--- src/rtl/strap_sel_pkg.sv ---
package strap_sel_pkg;

    localparam int MHZ_W = 9;

    // Fixed-domain rates in run mode, in kHz, kept here for system users.
    localparam int unsigned MID_BUS_KHZ = 66_000;
    localparam int unsigned IO_BUS_KHZ  = 33_000;
    localparam int unsigned SERIAL_KHZ  = 48_000;
    localparam int unsigned REF_KHZ     = 14_318;

    typedef enum logic [1:0] {
        MODE_IDLE = 2'b00,
        MODE_RUN  = 2'b01,
        MODE_HIZ  = 2'b10,
        MODE_REFN = 2'b11
    } clk_mode_e;

    typedef enum logic [1:0] {
        LVL_LOW  = 2'b00,
        LVL_HIGH = 2'b01,
        LVL_MID  = 2'b10,
        LVL_MID2 = 2'b11
    } strap_lvl_e;

    typedef struct packed {
        logic locked;
        logic test;
        logic sa;
        logic sb_high;
    } strap_state_t;

    function automatic logic lvl_is_mid(input logic [1:0] lvl);
        return lvl[1];
    endfunction

    function automatic logic [MHZ_W-1:0] cpu_rate(input logic alt,
                                                  input logic sa,
                                                  input logic sb);
        logic [MHZ_W-1:0] r;
        case ({alt, sa, sb})
            3'b000:  r = MHZ_W'(100);
            3'b001:  r = MHZ_W'(200);
            3'b010:  r = MHZ_W'(133);
            3'b011:  r = MHZ_W'(166);
            3'b100:  r = MHZ_W'(200);
            3'b101:  r = MHZ_W'(400);
            3'b110:  r = MHZ_W'(266);
            default: r = MHZ_W'(333);
        endcase
        return r;
    endfunction

endpackage

--- src/rtl/pg_sync.sv ---
module pg_sync #(
    parameter int STAGES = 2
) (
    input  logic clk,
    input  logic rst,
    input  logic d_n,
    output logic q_n
);
    logic [STAGES-1:0] chain;

    always_ff @(posedge clk) begin
        if (rst) begin
            chain <= '1;
        end else begin
            chain <= {chain[STAGES-2:0], d_n};
        end
    end

    assign q_n = chain[STAGES-1];
endmodule

--- src/rtl/strap_capture.sv ---
module strap_capture
    import strap_sel_pkg::*;
(
    input  logic         clk,
    input  logic         rst,
    input  logic         pg_low,
    input  logic         fs_a,
    input  logic [1:0]   fs_b,
    output strap_state_t st
);
    strap_state_t nxt;

    always_comb begin
        nxt = st;
        if (!st.locked && pg_low) begin
            nxt.locked  = 1'b1;
            nxt.test    = lvl_is_mid(fs_b);
            nxt.sa      = fs_a;
            nxt.sb_high = (fs_b == LVL_HIGH);
        end
    end

    always_ff @(posedge clk) begin
        if (rst) begin
            st <= '0;
        end else begin
            st <= nxt;
        end
    end
endmodule

--- src/rtl/mode_decode.sv ---
module mode_decode
    import strap_sel_pkg::*;
(
    input  strap_state_t     st,
    input  logic             fs_a_live,
    input  logic             alt_sel,
    output clk_mode_e        mode,
    output logic [MHZ_W-1:0] mhz
);
    always_comb begin
        mode = MODE_IDLE;
        mhz  = '0;
        if (st.locked) begin
            if (st.test) begin
                mode = fs_a_live ? MODE_HIZ : MODE_REFN;
            end else begin
                mode = MODE_RUN;
                mhz  = cpu_rate(alt_sel, st.sa, st.sb_high);
            end
        end
    end
endmodule

--- src/rtl/strap_readback.sv ---
module strap_readback
    import strap_sel_pkg::*;
#(
    parameter int RB_W  = 8,
    parameter int A_POS = 0,
    parameter int B_POS = 1
) (
    input  strap_state_t    st,
    output logic [RB_W-1:0] rb
);
    for (genvar i = 0; i < RB_W; i++) begin : g_bit
        if (i == A_POS) begin : g_a
            assign rb[i] = st.sa;
        end else if (i == B_POS) begin : g_b
            assign rb[i] = st.sb_high;
        end else begin : g_z
            assign rb[i] = 1'b0;
        end
    end
endmodule

--- src/rtl/strap_mode_sel.sv ---
module strap_mode_sel
    import strap_sel_pkg::*;
#(
    parameter int SYNC_STAGES = 2,
    parameter int RB_W        = 8
) (
    input  logic                      clk,
    input  logic                      rst,
    input  logic                      pwrgd_n,
    input  logic                      fs_a,
    input  logic [1:0]                fs_b,
    input  logic                      alt_sel,
    output logic [1:0]                out_mode,
    output logic [strap_sel_pkg::MHZ_W-1:0] cpu_mhz,
    output logic [RB_W-1:0]           strap_rb,
    output logic                      locked,
    output logic                      test_active
);
    logic         pg_sync_n;
    logic         pg_low;
    strap_state_t st;
    clk_mode_e    mode;

    pg_sync #(.STAGES(SYNC_STAGES)) u_sync (
        .clk (clk),
        .rst (rst),
        .d_n (pwrgd_n),
        .q_n (pg_sync_n)
    );

    assign pg_low = ~pg_sync_n;

    strap_capture u_cap (
        .clk    (clk),
        .rst    (rst),
        .pg_low (pg_low),
        .fs_a   (fs_a),
        .fs_b   (fs_b),
        .st     (st)
    );

    mode_decode u_dec (
        .st        (st),
        .fs_a_live (fs_a),
        .alt_sel   (alt_sel),
        .mode      (mode),
        .mhz       (cpu_mhz)
    );

    strap_readback #(.RB_W(RB_W), .A_POS(0), .B_POS(1)) u_rb (
        .st (st),
        .rb (strap_rb)
    );

    assign out_mode    = mode;
    assign locked      = st.locked;
    assign test_active = st.test;
endmodule

--- config.mk ---
export PLATFORM = sky130hd
export DESIGN_NAME = strap_mode_sel
export DESIGN_NICKNAME = d
export VERILOG_FILES = /design/src/rtl/strap_sel_pkg.sv /design/src/rtl/pg_sync.sv /design/src/rtl/strap_capture.sv /design/src/rtl/mode_decode.sv /design/src/rtl/strap_readback.sv /design/src/rtl/strap_mode_sel.sv
export SDC_FILE = /design/constraint.sdc
export NUM_CORES = 1
export LEC_CHECK = 0
export CAP_MARGIN = 0
export CORE_UTILIZATION = 30
export CTS_CLUSTER_DIAMETER = 200
export CTS_CLUSTER_SIZE = 28
export DETAILED_ROUTE_END_ITERATION = 6
export PLACE_DENSITY = 0.71
export SETUP_SLACK_MARGIN = 0.1
export SLEW_MARGIN = 0
export SYNTH_ARGS = -nofsm -noshare
export SYNTH_HDL_FRONTEND = slang
export SYNTH_HIERARCHICAL = 1
export SYNTH_SLANG_ARGS = --single-unit
--- constraint.sdc ---
create_clock -name clk -period 1 [get_ports clk]
set_input_delay 0.2 -clock clk [delete_from_list [all_inputs] [get_ports clk]]
set_output_delay 0.2 -clock clk [all_outputs]
set_load 0.01 [all_outputs]
==> impl_metrics.yaml, run 1 <==
floorplan:
  die_h_um: 39.82
  num_io_pins: 28
  initial_utilization: 0.3257
  die_width_um: 39.82
  die_area_um2: 1586
  coreArea_um2: 1318
  row_count: 13
pwr:
  p_per_area_nw_per_um2: 831.0
  finalPower_mw: 0.6987
  leakagePower_nw: 0.4189
  vdd_ir_drop_max_uv: 533.4
placement:
  place_hpwl_um: 704.6
  placed_area_um2: 716.9
  io_buffers: 21
  place_congestion: 0.6299
  pre_cts_ws_ps: -867.3
grt:
  antenna_found_initial: 0
  grt_pass1_wl_um: 1656
  first_global_vias: 425
  grt_overflow: 0
  use_met1: 0.1424
  grt_max_degree: 8
  grt_usage: 0.1622
  globalRouteMet3Util: 0.01705
  met2_usage: 0.3197
  busiest_layer: "met2"
worst_setup_path:
  crit_type: "reg -> out"
  cp_max_fo: 7
  cp_data_required_time_ps: 800
  arrival_ps: 1190
  end_kind: "output pin"
  startpoint_type: "register"
route:
  ant_nets: 0
  vias: 455
  routed_wl_um: 1070
  via_per_inst: 4.375
  drt_iter0_drc: 1
  first_pass_iters: 2
  wl_per_cell_um: 10.29
  drc: 0
clocking:
  root_buffer: "clkbuf_4"
  hold_buffers: 0
  cts_tree: "yes"
  path_clk_slew_ps: 40
  numCtsBuffers: 3
  htreeDepth: 1
  clockBufferDepth: 2
  clock_sinks: 6
  clock_latency_ps: 250
finish:
  layout_common_cells: "buf_6 (16), buf_2 (10), buf_4 (6), nor2_1 (6), conb_1 (6)"
  antenna_cells: 0
  finalInstanceArea_um2: 840.8
  layout-drive-gt1-share: 0.6180
  fin_util: 0.6382
  nNetsFinal: 97
  final_common_cell: "buf_6"
  syn_to_final_growth_pct: 95.92
outcome:
  violations: "negative setup slack"
  status: "finished, violations left"
sta:
  fin_crit_sh: 1.392
  fmax_ghz: 0.7182
  finalClockSkew_ps: 12.37
  tns_ps: -4104
  rsz0062_at_grt: "yes"
  fin_crit_ps: 1392
  setup_viol_count_final: 18
  hold_viol: 0
  finalMaxSlewViolations: 0
  setup_ws_ps: -392.3
logic_synthesis:
  ys_seq_area_frac: 0.2799
  post_synth.cell_area_avg_um2: 8.253
  synth_cell_types: 22
  yosys_warnings: 6
  synth_cells: 52
  ys_ff_latch: 6
  synthesis.area_um2: 429.2
flow_run:
  maxCapViolCount: 0
worst_hold_path:
  hold_class: "reg -> reg"
## kinds of logic after synthesis
| family | Yosys count | share of synthesized area |
|---|---|---|
| AOI/OAI and AO/OA | 3 | 0.05832 |
| DFF | 6 | 0.2799 |
| xor gates and xnor gates | 3 | 0.06124 |
| other | 1 | 0.008738 |
| buffers and inverters | 11 | 0.1778 |
| muxes | 3 | 0.06997 |
| and+or+nand+nor | 25 | 0.3441 |
## worst max-delay path, cell delays in order (launching register included)
cell	delay, ps
dfxtp_4	360
nor2b_4	140
buf_6	120
buf_6	100
nor3_2	80
buf_2	140
## cell usage after synthesis (all sizes together)
cell | number | area share
a211oi | 1 | 0.017
dfxtp | 6 | 0.28
inv | 1 | 0.0087
o211a | 1 | 0.023
and2 | 1 | 0.015
nor2b | 5 | 0.11
nand2 | 2 | 0.017
xnor2 | 3 | 0.061
mux2i | 3 | 0.070
nor3 | 2 | 0.023
nor2 | 8 | 0.070
a21boi | 1 | 0.017
or2 | 2 | 0.029
nand2b | 1 | 0.015
and2b | 1 | 0.020
conb | 1 | 0.0087
and3 | 2 | 0.032
buf | 10 | 0.17
nor4 | 1 | 0.015
## state kept, by name (all words and copies together), names as in the netlist
signal        count
u_cap/st          4
u_sync/chain      2
## report_power, final
group / switching, mW / total (mW) / internal (mW) / leakage, nW
combinational: 0.0824 / 0.197 / 0.115 / 0.352
sequential: 0.0102 / 0.253 / 0.243 / 0.0522
clock: 0.0973 / 0.249 / 0.152 / 0.0150
## path summary, 6_finish.rpt
| kind | startpoint | endpoint | slack (ps) | depth (start not counted) |
|---|---|---|---|---|
| setup / recovery | u_cap/st[0] | cpu_mhz[2] | -390 | 5 |
| hold / removal | u_sync/chain[0] | u_sync/chain[1] | 400 | 1 |
| setup reg to reg | u_cap/st[3] | u_cap/st[2] | -110 | 5 |
| hold reg to reg | u_sync/chain[0] | u_sync/chain[1] | 400 | 1 |
## routing by layer
| layer | vias up | wire length [µm] |
|---|---|---|
| met2 | 17 | 601 |
| met4 | 0 | 6 |
| li1 | 230 | - |
| met1 | 206 | 408 |
| met3 | 2 | 54 |
| met5 | - | 0 |
## layout make-up
class / count / area (µm²)
Sequential cell: 6 / 135.1
Clock buffer: 4 / 26.28
Inverter: 1 / 3.754
Tap cell: 15 / 18.77
Timing Repair Buffer: 38 / 334.1
Fill cell: 122 / 476.7
Multi-Input combinational cell: 40 / 322.8
## through the flow
step	hold slack [ps]	instances
after floorplan	262.7	57
after CTS	408.9	103
final	403.6	104
after global placement	390.3	91
after global routing	426.5	104
after detailed placement	398.0	91
## timing repair
item                                    4_1_cts  5_1_grt
gates cloned                                  1        0
endpoints found under the hold margin         0        0
setup buffers                                 7        4
endpoints found under the setup margin       18       18
resized for setup                            81        7
pin swaps                                     9        2
No activity file was read; power rests on OpenSTA's default activity.
==> run 2: changes to the inputs <==
==> constraint.sdc (replaced) <==
create_clock -name clk -period 1 [get_ports clk]
set_input_delay 0.25 -clock clk [delete_from_list [all_inputs] [get_ports clk]]
set_output_delay 0.25 -clock clk [all_outputs]
set_load 0.01 [all_outputs]
==> run 2 against run 1 <==
Against the previous run: the run still ends with negative setup slack left; clock power is 3% lower; first-iteration DRC count unchanged; flip-flop and latch count unchanged; largest cell class is now multi-input gates; global-route usage shrank 2.8 points; fmax down 1.6%; non-clock buffer count down 4; clock skew down 5.9 ps; via count down 4.8%.
==> impl_metrics.yaml, run 2 (synthesized netlist as in run 1, its figures left out) <==
clocking:
  path_clk_slew_ps: 50
  clock_sinks: 6
  clock_latency_ps: 240
  cts_tree: "yes"
  clockBufferDepth: 2
  root_buffer: "clkbuf_4"
  numCtsBuffers: 3
  htreeDepth: 1
  hold_buffers: 0
pwr:
  leakagePower_nw: 0.3936
  finalPower_mw: 0.6760
  vdd_ir_drop_max_uv: 571.8
  p_per_area_nw_per_um2: 852.2
finish:
  layout-drive-gt1-share: 0.6000
  fin_util: 0.6021
  largest-register: "u_cap/st"
  largest_reg_flops: 4
  nNetsFinal: 93
  final_cells: 100
  antenna_cells: 0
  syn_to_final_growth_pct: 84.84
  final_common_cell: "buf_6"
  layout_common_cells: "buf_6 (12), buf_2 (10), buf_4 (6), nor2_1 (6), conb_1 (6)"
  nFillCells: 132
  finalInstanceArea_um2: 793.3
  reg_top3: "u_cap/st x4, u_sync/chain x2"
sta:
  tns_ps: -4622
  fin_crit_ps: 1414
  rsz0062_at_grt: "yes"
  setup_viol_count_final: 18
  fin_hold_ws_ps: 411.7
  fin_crit_sh: 1.414
  finalMaxSlewViolations: 0
  finalClockSkew_ps: 6.491
  hold_viol: 0
  setup_ws_ps: -414.3
  fmax_ghz: 0.7071
floorplan:
  row_count: 13
  num_io_pins: 28
  coreArea_um2: 1318
  die_h_um: 39.82
  die_area_um2: 1586
  initial_utilization: 0.3257
  die_width_um: 39.82
worst_hold_path:
  holdPathStages: 1
  min-delay-start: "u_sync/chain[0]"
  min_to: "u_sync/chain[1]"
  hold_class: "reg -> reg"
route:
  drc: 0
  vias: 433
  ant_nets: 0
  first_pass_iters: 3
  wl_per_cell_um: 9.480
  via_per_inst: 4.330
  routed_wl_um: 948
  drt_iter0_drc: 1
flow_run:
  maxCapViolCount: 0
grt:
  grt_usage: 0.1343
  grt_overflow: 0
  antenna_found_initial: 0
  first_global_vias: 359
  grt_pass1_wl_um: 1449
  grt_max_degree: 9
worst_setup_path:
  startpoint_type: "register"
  path_cells: "nand2b_4, nor4_4, buf_2"
  crit_type: "reg -> out"
  r2r_start: "u_cap/st[3]"
  critPathTopFamily: "simple AND/OR/NAND/NOR gates"
  cp_slowest_stage_delay_ps: 340
  crit_slowest_cell: "dfxtp_4"
  cp_num_buf_inv: 1
  end_kind: "output pin"
  arrival_ps: 1160
  r2r_end: "u_cap/st[2]"
  reg2reg_slack_ps: -110
  cp_max_fo: 5
  cp_data_required_time_ps: 750
  reg2reg_depth: 5
outcome:
  status: "finished, violations left"
  violations: "negative setup slack"
placement:
  placed_area_um2: 719.4
  dp.cells: 91
  place_hpwl_um: 706.2
  place_congestion: 0.6444
  pre_cts_ws_ps: -970.2
  io_buffers: 21
-- run 2: changes by cell type in the layout (fill, tap and decap cells not counted), sizes merged --
cell           previous run  this run
clkdlybuf4s15             0         1
buf                      32        28
clkdlybuf4s50             5         4
-- run 2: how the worst max path moves through the flow --
stage	start	endpoint	slack, ps	cells past startpoint
2_1_floorplan	u_cap/st[1]	cpu_mhz[3]	-100	4
3_3_place_gp	alt_sel	cpu_mhz[6]	-970	6
3_5_place_dp	alt_sel	cpu_mhz[0]	-970	5
4_1_cts	u_cap/st[2]	cpu_mhz[5]	-420	3
5_1_grt	u_cap/st[2]	cpu_mhz[5]	-470	3
6_report	u_cap/st[2]	cpu_mhz[5]	-410	3
-- run 2: area by class of cell --
cell class              count  area [µm²]  area share
clock buffers               4       26.28     0.03312
inverters                   1       3.754    0.004732
multi-input cells          40       320.3      0.4038
flip-flops and latches      6       135.1      0.1703
well taps                  15       18.77     0.02366
repair buffers             34       289.0      0.3644
-- run 2: worst reg2reg max path: stages, from the launching register on --
cell and delay, ps:
dfxtp_4 360, buf_6 120, buf_6 110, nor2b_4 160, mux2i_1 210, nor2_1 50
-- run 2: layer usage --
metal	routed length (µm)	global-route usage	vias to the layer above
met5	0	0	-
met4	0	0.02586	0
met3	76	0.03977	0
met2	487	0.2582	22
met1	385	0.1400	191
li1	-	-	220
-- run 2: repair_timing --
item,CTS,global route
gates cloned,1,0
pin swaps,6,1
setup endpoints to repair,18,18
buffers inserted,2,2
gates resized for setup,75,7
-- run 2: where the power goes --
| part | switching [mW] | internal [mW] | leakage, nW | total, mW |
|---|---|---|---|---|
| sequential | 0.0104 | 0.243 | 0.0522 | 0.253 |
| combinational | 0.0787 | 0.102 | 0.326 | 0.181 |
| clock | 0.0905 | 0.151 | 0.0150 | 0.242 |
| total | 0.180 | 0.496 | 0.394 | 0.676 |
